==> src/rtl/pirq_pkg.sv <==
package pirq_pkg;
  // Register byte offsets on the local bus
  localparam int unsigned OFF_CTRL_SET = 'h00;
  localparam int unsigned OFF_CTRL_CLR = 'h08;
  localparam int unsigned OFF_PRIO     = 'h10;
  localparam int unsigned OFF_SRC      = 'h50;
  localparam int unsigned OFF_REQ      = 'h60;
  localparam int unsigned OFF_ENB      = 'h70;
  localparam int unsigned OFF_DSB      = 'h80;
  localparam int unsigned REG_STRIDE   = 8;
  localparam int unsigned CODE_SHIFT   = 5;   // code = vector * 0x20
endpackage

==> src/rtl/pirq_regs.sv <==
module pirq_regs
  import pirq_pkg::*;
#(
  parameter int unsigned N_LINES = 64,
  parameter int unsigned PRIO_W  = 4,
  parameter int unsigned DATA_W  = 32,
  parameter int unsigned ADDR_W  = 8
) (
  input  logic                      clk,
  input  logic                      rst,
  input  logic                      we,
  input  logic                      re,
  input  logic [ADDR_W-1:0]         addr,
  input  logic [DATA_W-1:0]         wdata,
  output logic [DATA_W-1:0]         rdata,
  input  logic [N_LINES-1:0]        src,
  output logic [N_LINES-1:0]        en,
  output logic [N_LINES*PRIO_W-1:0] prio,
  output logic                      mode
);
  localparam int unsigned BANKS = N_LINES / DATA_W;
  localparam int unsigned FPR   = DATA_W / PRIO_W;
  localparam int unsigned PREGS = N_LINES / FPR;

  logic [N_LINES-1:0]        en_q;
  logic [N_LINES*PRIO_W-1:0] prio_q;
  logic                      mode_q;
  logic [DATA_W-1:0]         rd_next;

  // Enable banks: set and clear aliases per bank
  for (genvar b = 0; b < BANKS; b++) begin : g_bank
    localparam logic [ADDR_W-1:0] A_ENB = ADDR_W'(OFF_ENB + REG_STRIDE * b);
    localparam logic [ADDR_W-1:0] A_DSB = ADDR_W'(OFF_DSB + REG_STRIDE * b);
    always_ff @(posedge clk) begin
      if (rst)
        en_q[b*DATA_W +: DATA_W] <= '0;
      else if (we && addr == A_ENB)
        en_q[b*DATA_W +: DATA_W] <= en_q[b*DATA_W +: DATA_W] | wdata;
      else if (we && addr == A_DSB)
        en_q[b*DATA_W +: DATA_W] <= en_q[b*DATA_W +: DATA_W] & ~wdata;
    end
  end

  // Priority registers: packed fields, line i at [i*PRIO_W +: PRIO_W]
  for (genvar k = 0; k < PREGS; k++) begin : g_prio
    localparam logic [ADDR_W-1:0] A_PRI = ADDR_W'(OFF_PRIO + REG_STRIDE * k);
    always_ff @(posedge clk) begin
      if (rst)
        prio_q[k*DATA_W +: DATA_W] <= '0;
      else if (we && addr == A_PRI)
        prio_q[k*DATA_W +: DATA_W] <= wdata;
    end
  end

  // Mode bit with set / clear aliases
  always_ff @(posedge clk) begin
    if (rst)
      mode_q <= 1'b0;
    else if (we && addr == ADDR_W'(OFF_CTRL_SET) && wdata[0])
      mode_q <= 1'b1;
    else if (we && addr == ADDR_W'(OFF_CTRL_CLR) && wdata[0])
      mode_q <= 1'b0;
  end

  // Read multiplexer
  always_comb begin
    rd_next = '0;
    if (addr == ADDR_W'(OFF_CTRL_SET) || addr == ADDR_W'(OFF_CTRL_CLR))
      rd_next = DATA_W'(mode_q);
    for (int b = 0; b < BANKS; b++) begin
      if (addr == ADDR_W'(OFF_SRC + REG_STRIDE * b))
        rd_next = src[b*DATA_W +: DATA_W];
      if (addr == ADDR_W'(OFF_REQ + REG_STRIDE * b))
        rd_next = src[b*DATA_W +: DATA_W] & en_q[b*DATA_W +: DATA_W];
      if (addr == ADDR_W'(OFF_ENB + REG_STRIDE * b))
        rd_next = en_q[b*DATA_W +: DATA_W];
    end
    for (int k = 0; k < PREGS; k++) begin
      if (addr == ADDR_W'(OFF_PRIO + REG_STRIDE * k))
        rd_next = prio_q[k*DATA_W +: DATA_W];
    end
  end

  always_ff @(posedge clk) begin
    if (rst)
      rdata <= '0;
    else if (re)
      rdata <= rd_next;
  end

  assign en   = en_q;
  assign prio = prio_q;
  assign mode = mode_q;
endmodule

==> src/rtl/pirq_arb.sv <==
module pirq_arb #(
  parameter int unsigned N_LINES = 64,
  parameter int unsigned PRIO_W  = 4,
  parameter int unsigned IDX_W   = $clog2(N_LINES)
) (
  input  logic [N_LINES-1:0]        req,
  input  logic [N_LINES*PRIO_W-1:0] prio,
  output logic                      found,
  output logic [IDX_W-1:0]          win_idx,
  output logic [PRIO_W-1:0]         win_prio
);
  logic [N_LINES-1:0] elig;

  for (genvar i = 0; i < N_LINES; i++) begin : g_elig
    assign elig[i] = req[i] && (prio[i*PRIO_W +: PRIO_W] != '0);
  end

  // Scan from the top index down; ">=" lets a lower index take a tie
  always_comb begin
    found    = 1'b0;
    win_idx  = '0;
    win_prio = '0;
    for (int i = N_LINES - 1; i >= 0; i--) begin
      if (elig[i] && prio[i*PRIO_W +: PRIO_W] >= win_prio) begin
        found    = 1'b1;
        win_idx  = IDX_W'(i);
        win_prio = prio[i*PRIO_W +: PRIO_W];
      end
    end
  end
endmodule

==> src/rtl/prio_irq_ctrl.sv <==
module prio_irq_ctrl
  import pirq_pkg::*;
#(
  parameter int unsigned N_LINES  = 64,
  parameter int unsigned PRIO_W   = 4,
  parameter int unsigned DATA_W   = 32,
  parameter int unsigned ADDR_W   = 8,
  parameter int unsigned CODE_W   = 12,
  parameter int unsigned VEC_BASE = 'h12
) (
  input  logic               clk,
  input  logic               rst,
  input  logic [N_LINES-1:0] irq_i,
  input  logic               bus_we,
  input  logic               bus_re,
  input  logic [ADDR_W-1:0]  bus_addr,
  input  logic [DATA_W-1:0]  bus_wdata,
  output logic [DATA_W-1:0]  bus_rdata,
  output logic               irq_o,
  output logic [PRIO_W-1:0]  level_o,
  output logic [CODE_W-1:0]  vec_o
);
  localparam int unsigned IDX_W = $clog2(N_LINES);

  logic [N_LINES-1:0]        src_q;
  logic [N_LINES-1:0]        en_w;
  logic [N_LINES*PRIO_W-1:0] prio_w;
  logic                      mode_w;
  logic                      found;
  logic [IDX_W-1:0]          win_idx;
  logic [PRIO_W-1:0]         win_prio;
  logic [CODE_W-1:0]         code;

  always_ff @(posedge clk) begin
    if (rst) src_q <= '0;
    else     src_q <= irq_i;
  end

  pirq_regs #(
    .N_LINES(N_LINES), .PRIO_W(PRIO_W), .DATA_W(DATA_W), .ADDR_W(ADDR_W)
  ) u_regs (
    .clk(clk), .rst(rst), .we(bus_we), .re(bus_re), .addr(bus_addr),
    .wdata(bus_wdata), .rdata(bus_rdata), .src(src_q),
    .en(en_w), .prio(prio_w), .mode(mode_w)
  );

  pirq_arb #(
    .N_LINES(N_LINES), .PRIO_W(PRIO_W), .IDX_W(IDX_W)
  ) u_arb (
    .req(src_q & en_w), .prio(prio_w),
    .found(found), .win_idx(win_idx), .win_prio(win_prio)
  );

  assign code = (CODE_W'(VEC_BASE) + CODE_W'(win_idx)) << CODE_SHIFT;

  always_ff @(posedge clk) begin
    if (rst) begin
      irq_o   <= 1'b0;
      level_o <= '0;
      vec_o   <= '0;
    end else begin
      irq_o   <= found;
      level_o <= found ? win_prio : '0;
      vec_o   <= found ? code : '0;
    end
  end
endmodule

==> config.mk <==
export PLATFORM = sky130hd
export DESIGN_NAME = prio_irq_ctrl
export DESIGN_NICKNAME = d
export VERILOG_FILES = /design/src/rtl/pirq_pkg.sv /design/src/rtl/pirq_regs.sv /design/src/rtl/pirq_arb.sv /design/src/rtl/prio_irq_ctrl.sv
export SDC_FILE = /design/constraint.sdc
export NUM_CORES = 2
export LEC_CHECK = 0
export ABC_AREA = 1
export BUFFER_PORTS_ARGS = -buffer_cell sky130_fd_sc_hd__buf_2
export CAP_MARGIN = 20
export CORE_UTILIZATION = 60
export DETAILED_ROUTE_END_ITERATION = 8
export MAX_ROUTING_LAYER = met4
export PLACE_DENSITY = 0.84
export SLEW_MARGIN = 20
export SYNTH_ARGS = -nofsm -noshare
export SYNTH_HDL_FRONTEND = slang
export SYNTH_HIERARCHICAL = 1
export SYNTH_SLANG_ARGS = --single-unit
==> constraint.sdc <==
create_clock -name clk -period 70.7 [get_ports clk]
set_input_delay 17.675 -clock clk [delete_from_list [all_inputs] [get_ports clk]]
set_output_delay 17.675 -clock clk [all_outputs]
set_load 0.1 [all_outputs]
**Yosys cells after proc, flatten, opt, wreduce, memory -nomap -nowiden**

Index checks and enable logic that the tools add are counted.

- Register bits after elaboration: 434
- Input bits: 108

- Equal/unequal tests: 17
- $lt $le $gt $ge: 64
- Bitwise gates (word level): 9
- Reduce and logical (&&, ||, !) cells: 214
- $add $sub $neg: 1
- Mux-type cells: 213

Operator list:

| kind | number |
|---|---|
| $mux W32 | 18 |
| $mux W6 | 64 |
| $mux W4 | 64 |
| $reduce_bool A4 Y1 | 64 |
| $ge A4 B4 Y1 | 63 |
| $logic_and A1 B1 Y1 | 144 |
| $and A32 B32 Y32 | 4 |
| $mux W1 | 67 |
| $and A64 B64 Y64 | 1 |
| $eq A8 B7 Y1 const B | 8 |
| $or A32 B32 Y32 | 2 |
| $eq A8 B6 Y1 const B | 4 |
| $not A32 Y32 | 1 |
| $eq A8 B5 Y1 const B | 2 |
| $eq A8 B8 Y1 const B | 2 |
| $eq A8 B4 Y1 const B | 1 |
| $logic_not A8 Y1 | 1 |
| $add A5 B6 Y7 const A | 1 |
| $reduce_bool A2 Y1 | 3 |
| $ge A4 B1 Y1 const B | 1 |
| $reduce_or A2 Y1 | 1 |
| $logic_or A1 B1 Y1 | 1 |
| $not A1 Y1 | 1 |

**Longest topological paths before layout**

- Depth in word-level cells: 195
- Mapped depth: 700
- Mapped depth without buffers: 696

**Modules after synthesis**

Netlist, hierarchy kept.

Modules (own cells, without submodules):

| module | sequential area each (µm²) | area each (µm²) | cells an instance | times used |
|---|---|---|---|---|
| pirq_regs | 7066.8 | 15745.1 | 2246 | 1 |
| pirq_arb | 0.0 | 12049.1 | 2157 | 1 |
| prio_irq_ctrl | 1521.5 | 2763.9 | 377 | 1 |

**Worst setup path before layout**

No wires, ideal clock.

- Path kind: register to register
- Start: register src_q[63]
- End: register vec_o[10]
- Data required time: 70587 ps
- Stages on the path, launching flop included: 602
- Setup time: 113 ps
- Slack: 5967 ps
- Data arrival time: 64620 ps
- Cell sequence: dfxtp_1 nand2_1 inv_1 nand2_1 inv_1 nand2_1 ha_1 a21oi_1 nand3_2 nand2_2 nand2_1 o21ai_0 ha_1 o21ai_1 nand2_1 o21ai_0 clkinv_1 nand2_1 [566 not listed] nand3_1 and2_1 ha_1 inv_1 a21boi_0 o21a_1 o21a_1 o21ai_0 inv_1 nand2_1 nand2_1 nor4_1 ha_1 nand2_1 nand2_1 nand2_1 nand2_1 nor2_1

- Elaborated cells between the ends (all ways): 323
- Classes of those cells: add/sub (1); order compare (63); mux (191); bitwise (2); reduce/logical (66)

RTL lines:

| what | line | source |
|---|---|---|
| start: declaration | prio_irq_ctrl.sv:25 | `logic [N_LINES-1:0] src_q;` |
| start signal: assignment | prio_irq_ctrl.sv:36 | `else src_q <= irq_i;` |
| $and A64 B64 Y64 * | prio_irq_ctrl.sv:50 | `.req(src_q & en_w), .prio(prio_w),` |
| $logic_and A1 B1 Y1 * | pirq_arb.sv:15 | `assign elig[i] = req[i] && (prio[i*PRIO_W +: PRIO_W] != '0);` |
| $logic_and A1 B1 Y1 * | pirq_arb.sv:24 | `if (elig[i] && prio[i*PRIO_W +: PRIO_W] >= win_prio) begin` |
| $mux W4 | pirq_arb.sv:24 |  |
| $ge A4 B4 Y1 | pirq_arb.sv:24 |  |
| $logic_and A1 B1 Y1 | pirq_arb.sv:24 |  |
| $mux W4 | pirq_arb.sv:24 |  |
| $ge A4 B4 Y1 | pirq_arb.sv:24 |  |
| [179 not listed] | -- |  |
| $ge A4 B4 Y1 | pirq_arb.sv:24 |  |
| $logic_and A1 B1 Y1 | pirq_arb.sv:24 |  |
| $mux W4 | pirq_arb.sv:24 |  |
| $ge A4 B4 Y1 | pirq_arb.sv:24 |  |
| $logic_and A1 B1 Y1 | pirq_arb.sv:24 |  |
| $mux W6 * | pirq_arb.sv:24 |  |
| named net win_idx[2] | prio_irq_ctrl.sv:30 | `logic [IDX_W-1:0] win_idx;` |
| $add A5 B6 Y7 * | prio_irq_ctrl.sv:54 | `assign code = (CODE_W'(VEC_BASE) + CODE_W'(win_idx)) << CODE_SHIFT;` |
| end signal: assignment | prio_irq_ctrl.sv:64 | `vec_o <= found ? code : '0;` |
| end: declaration | prio_irq_ctrl.sv:21 | `output logic [CODE_W-1:0] vec_o` |

The timed path passes the listed nets; every way through them passes the cells marked *.
A chain may end at the register's enable or synchronous reset.

**Worst setup path in the final report**

- Start: register u_regs.prio_q[253] (netlist: u_regs/prio[253])
- End: register vec_o[5]

- Longest elaborated chain between the ends: 195
- Elaborated cells between the ends (all ways): 324
- Classes of those cells: add/sub (1); order compare (64); mux (191); bitwise (1); reduce/logical (67)

Ends and longest elaborated chain:

| what | line | source |
|---|---|---|
| start: declaration | pirq_regs.sv:26 | `logic [N_LINES*PRIO_W-1:0] prio_q;` |
| start signal: indexed assignment | pirq_regs.sv:51 | `prio_q[k*DATA_W +: DATA_W] <= wdata;` |
| branches (longest 192 deep; another with $ge A4 B1 Y1) | -- |  |
| $mux W1 * | pirq_arb.sv:24 |  |
| named net found | prio_irq_ctrl.sv:29 | `logic found;` |
| $not A1 Y1 (no source line) * | -- |  |
| $reduce_or A2 Y1 (no source line) * | -- |  |

Mark *: on every way through the listed nets, which the timed path passes.

==> reports/results.md <==
• **total DRC errors in the routed layout** 1
• **router iterations before antenna repair** 9
• **CTS tree** yes
• **Clock Skew** 0.0266 ns
• **type of the setup path with the least slack** flop to flop
• **GR Layer Usage met2** 61.2%
• **number of standard-cell rows in the floorplan** 82
• **min Tclk post-route** 66.56 ns
• **post-DR vias/cell** 6.15
• **CTS clk-pin slew, worst paths** 0.06 ns
• **leakage** 15.8 nW
• **final HPWL from detailed placement** 86.5 mm
• **worst r2r path cells** 614
• **Largest stage delay, worst path** 0.46 ns
• **portion of the post-synthesis area used by sequential elements** 28.1%
• **antenna violations before repair** 3
• **most area-hungry cell type in the Yosys netlist** sky130_fd_sc_hd__dfxtp_1
• **Max Buffers Root-to-Sink** 3
• **worst reg-to-reg setup slack** 4.14 ns
• **layer carrying the most global-route usage** met2
• **post-detailed-routing wire length** 123 mm
• **post-synthesis area per instance** 6.39 um2
• **synthesis-stage register bit count** 429
• **Root Buffer** sky130_fd_sc_hd__clkbuf_16
• **most used cell, CP** sky130_fd_sc_hd__nand2_1
• **data arrival time at the worst-slack endpoint** 67.06 ns
• **number of instances on the worst hold path** 2
• **Skew-Pair Late Insertion Delay** 0.62 ns
• **vertical extent of the die** 228 um
• **core occupancy in the finished layout** 69.9%
• **total power density per cell area** 15.0 nW/um2
• **total clock buffers created by CTS** 46
• **drt first-iter violations** 5910
• **CP Max Fanout** 9
• **primary flip-flop cell chosen by synthesis mapping** sky130_fd_sc_hd__dfxtp_1
• **Post-Synthesis Cells** 4780
• **Tcrit/Tclk final** 94.1%
• **via count of the first global-routing pass** 29700
• **Slew @ Worst Pin** 1.19 ns
• **initial cell density of the core** 60.9%
• **placeable core region** 50200 um2
• **vias post-DR** 35000
• **post-detailed-route count of antenna-violating nets** 0
• **# placed instances** 5485
• **total number of yosys warnings** 6
• **library cell contributing the largest single delay on the critical path** sky130_fd_sc_hd__or3_2
• **Sink Count** 429
• **number of slew-limit violations in the final report** 0
• **Ports** 157
• **Worst Setup End Kind** flop
• **final cell count without fillers** 5696
• **top area cells in the synthesized netlist** sky130_fd_sc_hd__dfxtp_1 (28%), sky130_fd_sc_hd__nand2_1 (13%), sky130_fd_sc_hd__o21ai_0 (9.1%)
• **area fraction of the dominant cell type after synthesis** 28.1%
• **fraction of synthesis flops using an asynchronous set or reset pin** 0%
• **gpl congestion** 1.08
• **fraction of layout cells with a size suffix above 1** 18.5%
• **total power draw** 525 uW
• **area of the die** 51800 um2
• **pin count of the biggest net entering global routing** 150
• **commonest non-fill, non-tap cells in the layout** sky130_fd_sc_hd__nand2_1 (1005), sky130_fd_sc_hd__inv_1 (676), sky130_fd_sc_hd__nand3_1 (449)
• **width of the chip** 228 um
• **max-capacitance violation count** 0
• **total count of hold-check failures in the final report** 0
• **kind of launch point of the worst setup path** flop
• **global-route wire length before repair** 176 mm
• **Required @ worst endpoint** 71.20 ns
• **met3 capacity usage during global routing** 14.7%
• **met1 Resource Use GR** 60.0%
• **all-layer global routing usage** 46.5%
• **Max rail drop VDD** 0.0190 mV
• **number of enable flip-flop cells after synthesis** 0
• **run status** finished with violations
• **Hold Path Class** flop to flop
• **count of unique library cells instantiated by Yosys** 51
• **Finish-stage setup viols** 0
• **H-tree levels** 2
• **synthesized cell area** 30600 um2
• **most common cell after layout, fill and taps aside** sky130_fd_sc_hd__nand2_1
• **worst slew slack as a fraction of its limit** 20.3%
• **number of buffers inserted by port buffering** 151
• **final net count** 5249
• **violated checks** design-rule violations
• **Highest Clock Rate** 0.0150 GHz
• **average wire per cell in the routed design** 21.5 um
• **total overflow reported by the global router** 0
• **area overhead of the layout relative to synthesis** 14.8%
[path summary, 6_finish.rpt]
kind	start	endpoint
worst min-delay path	u_regs/rdata[3]$_SDFFE_PP0P_	u_regs/rdata[3]$_SDFFE_PP0P_
worst min register to register	u_regs/rdata[3]$_SDFFE_PP0P_	u_regs/rdata[3]$_SDFFE_PP0P_
worst max register to register	u_regs/prio[253]$_SDFFE_PP0P_	vec_o[5]$_SDFF_PP0_
worst max-delay path	u_regs/prio[253]$_SDFFE_PP0P_	vec_o[5]$_SDFF_PP0_
[through the flow]
stage | instance area [um2] | hold WS, ns | setup slack (ns) | TNS, ns
after global placement | 31800 | 0.449 | 0.485 | 0
final | 35100 | 0.461 | 4.14 | 0
after detailed placement | 31800 | 0.455 | -1.15 | -13.18
after CTS | 33400 | 0.464 | 0.00941 | 0
after floorplan | 30600 | 0.440 | 5.97 | 0
after global routing | 35100 | 0.488 | -1.29 | -15.16
[where the power goes]
group | total (mW) | switching [mW] | internal [mW] | leakage, nW
Combinational | 0.0290 | 0.0235 | 0.00549 | 11.6
Clock | 0.249 | 0.109 | 0.140 | 0.733
Sequential | 0.247 | 0.00270 | 0.244 | 3.48
[cell families (layout without fill, tap and decap cells)]
logic type / count (synthesis) / count (layout) / synth area share [%]
DFF: 429 / 429 / 28.1
and+or+nand+nor: 2124 / 2128 / 33.7
other: 1 / 8 / 0.0123
buffers and inverters: 933 / 1166 / 12.1
adders and majority gates: 152 / 152 / 6.22
AOI/OAI and AO/OA: 1141 / 1141 / 19.9
[layout make-up]
cell class | instances | area [um2]
fill | 4233 | 15100
sequential | 429 | 8600
timing repair inverter | 1 | 7.51
clock buffer | 57 | 1240
tap | 672 | 841
multi-input combinational | 3426 | 19100
inverter | 756 | 2850
clock inverter | 23 | 263
antenna | 3 | 7.51
timing repair buffer | 329 | 2190
[critical path, delay by kind of cell (launching register included)]
family | cells | cell delay (ns)
adders and majority gates | 63 | 16.52
and+or+nand+nor | 408 | 35.12
AOI/OAI and AO/OA | 106 | 11.77
DFF | 1 | 0.35
buffers and inverters | 37 | 2.56
[timing repair]
item,CTS,global route
pin swaps,21,186
hold buffers,0,0
cloned,0,5
hold endpoints to repair,0,0
setup endpoints to repair,12,12
setup buffers,2,116
gates resized for setup,51,254
[Yosys cell counts (3+ instances only)]
library cell               number
sky130_fd_sc_hd__nand3_1      451
sky130_fd_sc_hd__a21boi_0      17
sky130_fd_sc_hd__a21oi_1      446
sky130_fd_sc_hd__clkinv_1      37
sky130_fd_sc_hd__o21ai_0      555
sky130_fd_sc_hd__clkbuf_8       7
sky130_fd_sc_hd__nand3_2       48
sky130_fd_sc_hd__a21oi_2       11
sky130_fd_sc_hd__or3_2          4
sky130_fd_sc_hd__buf_6          3
sky130_fd_sc_hd__nor2_4         5
sky130_fd_sc_hd__nand3b_1      25
sky130_fd_sc_hd__nand2_2      161
sky130_fd_sc_hd__a211oi_1       6
sky130_fd_sc_hd__and2_1         4
sky130_fd_sc_hd__nor2_2        15
sky130_fd_sc_hd__ha_1         152
sky130_fd_sc_hd__nand2_1     1018
sky130_fd_sc_hd__o21a_1        32
sky130_fd_sc_hd__o211ai_1       3
sky130_fd_sc_hd__dfxtp_1      429
sky130_fd_sc_hd__nand4_1       61
sky130_fd_sc_hd__buf_2         37
sky130_fd_sc_hd__inv_1        681
sky130_fd_sc_hd__o21ai_1       37
sky130_fd_sc_hd__o21a_2         4
sky130_fd_sc_hd__buf_4         11
sky130_fd_sc_hd__clkbuf_1     116
sky130_fd_sc_hd__o41a_2        17
sky130_fd_sc_hd__or3_1          3
sky130_fd_sc_hd__nand2_4       84
sky130_fd_sc_hd__nor3_1        23
sky130_fd_sc_hd__inv_2         37
sky130_fd_sc_hd__a31oi_1        4
sky130_fd_sc_hd__nor2_1       215
[routing by layer]
metal | routed length, um | up-vias | share of wire, %
met4 | 10400 | 0 | 8.5
met5 | 0 | - | 0
met3 | 19900 | 600 | 16
met2 | 47500 | 2655 | 39
met1 | 44900 | 15700 | 37
li1 | - | 16000 | -
No activity file was read; power rests on OpenSTA's default activity.
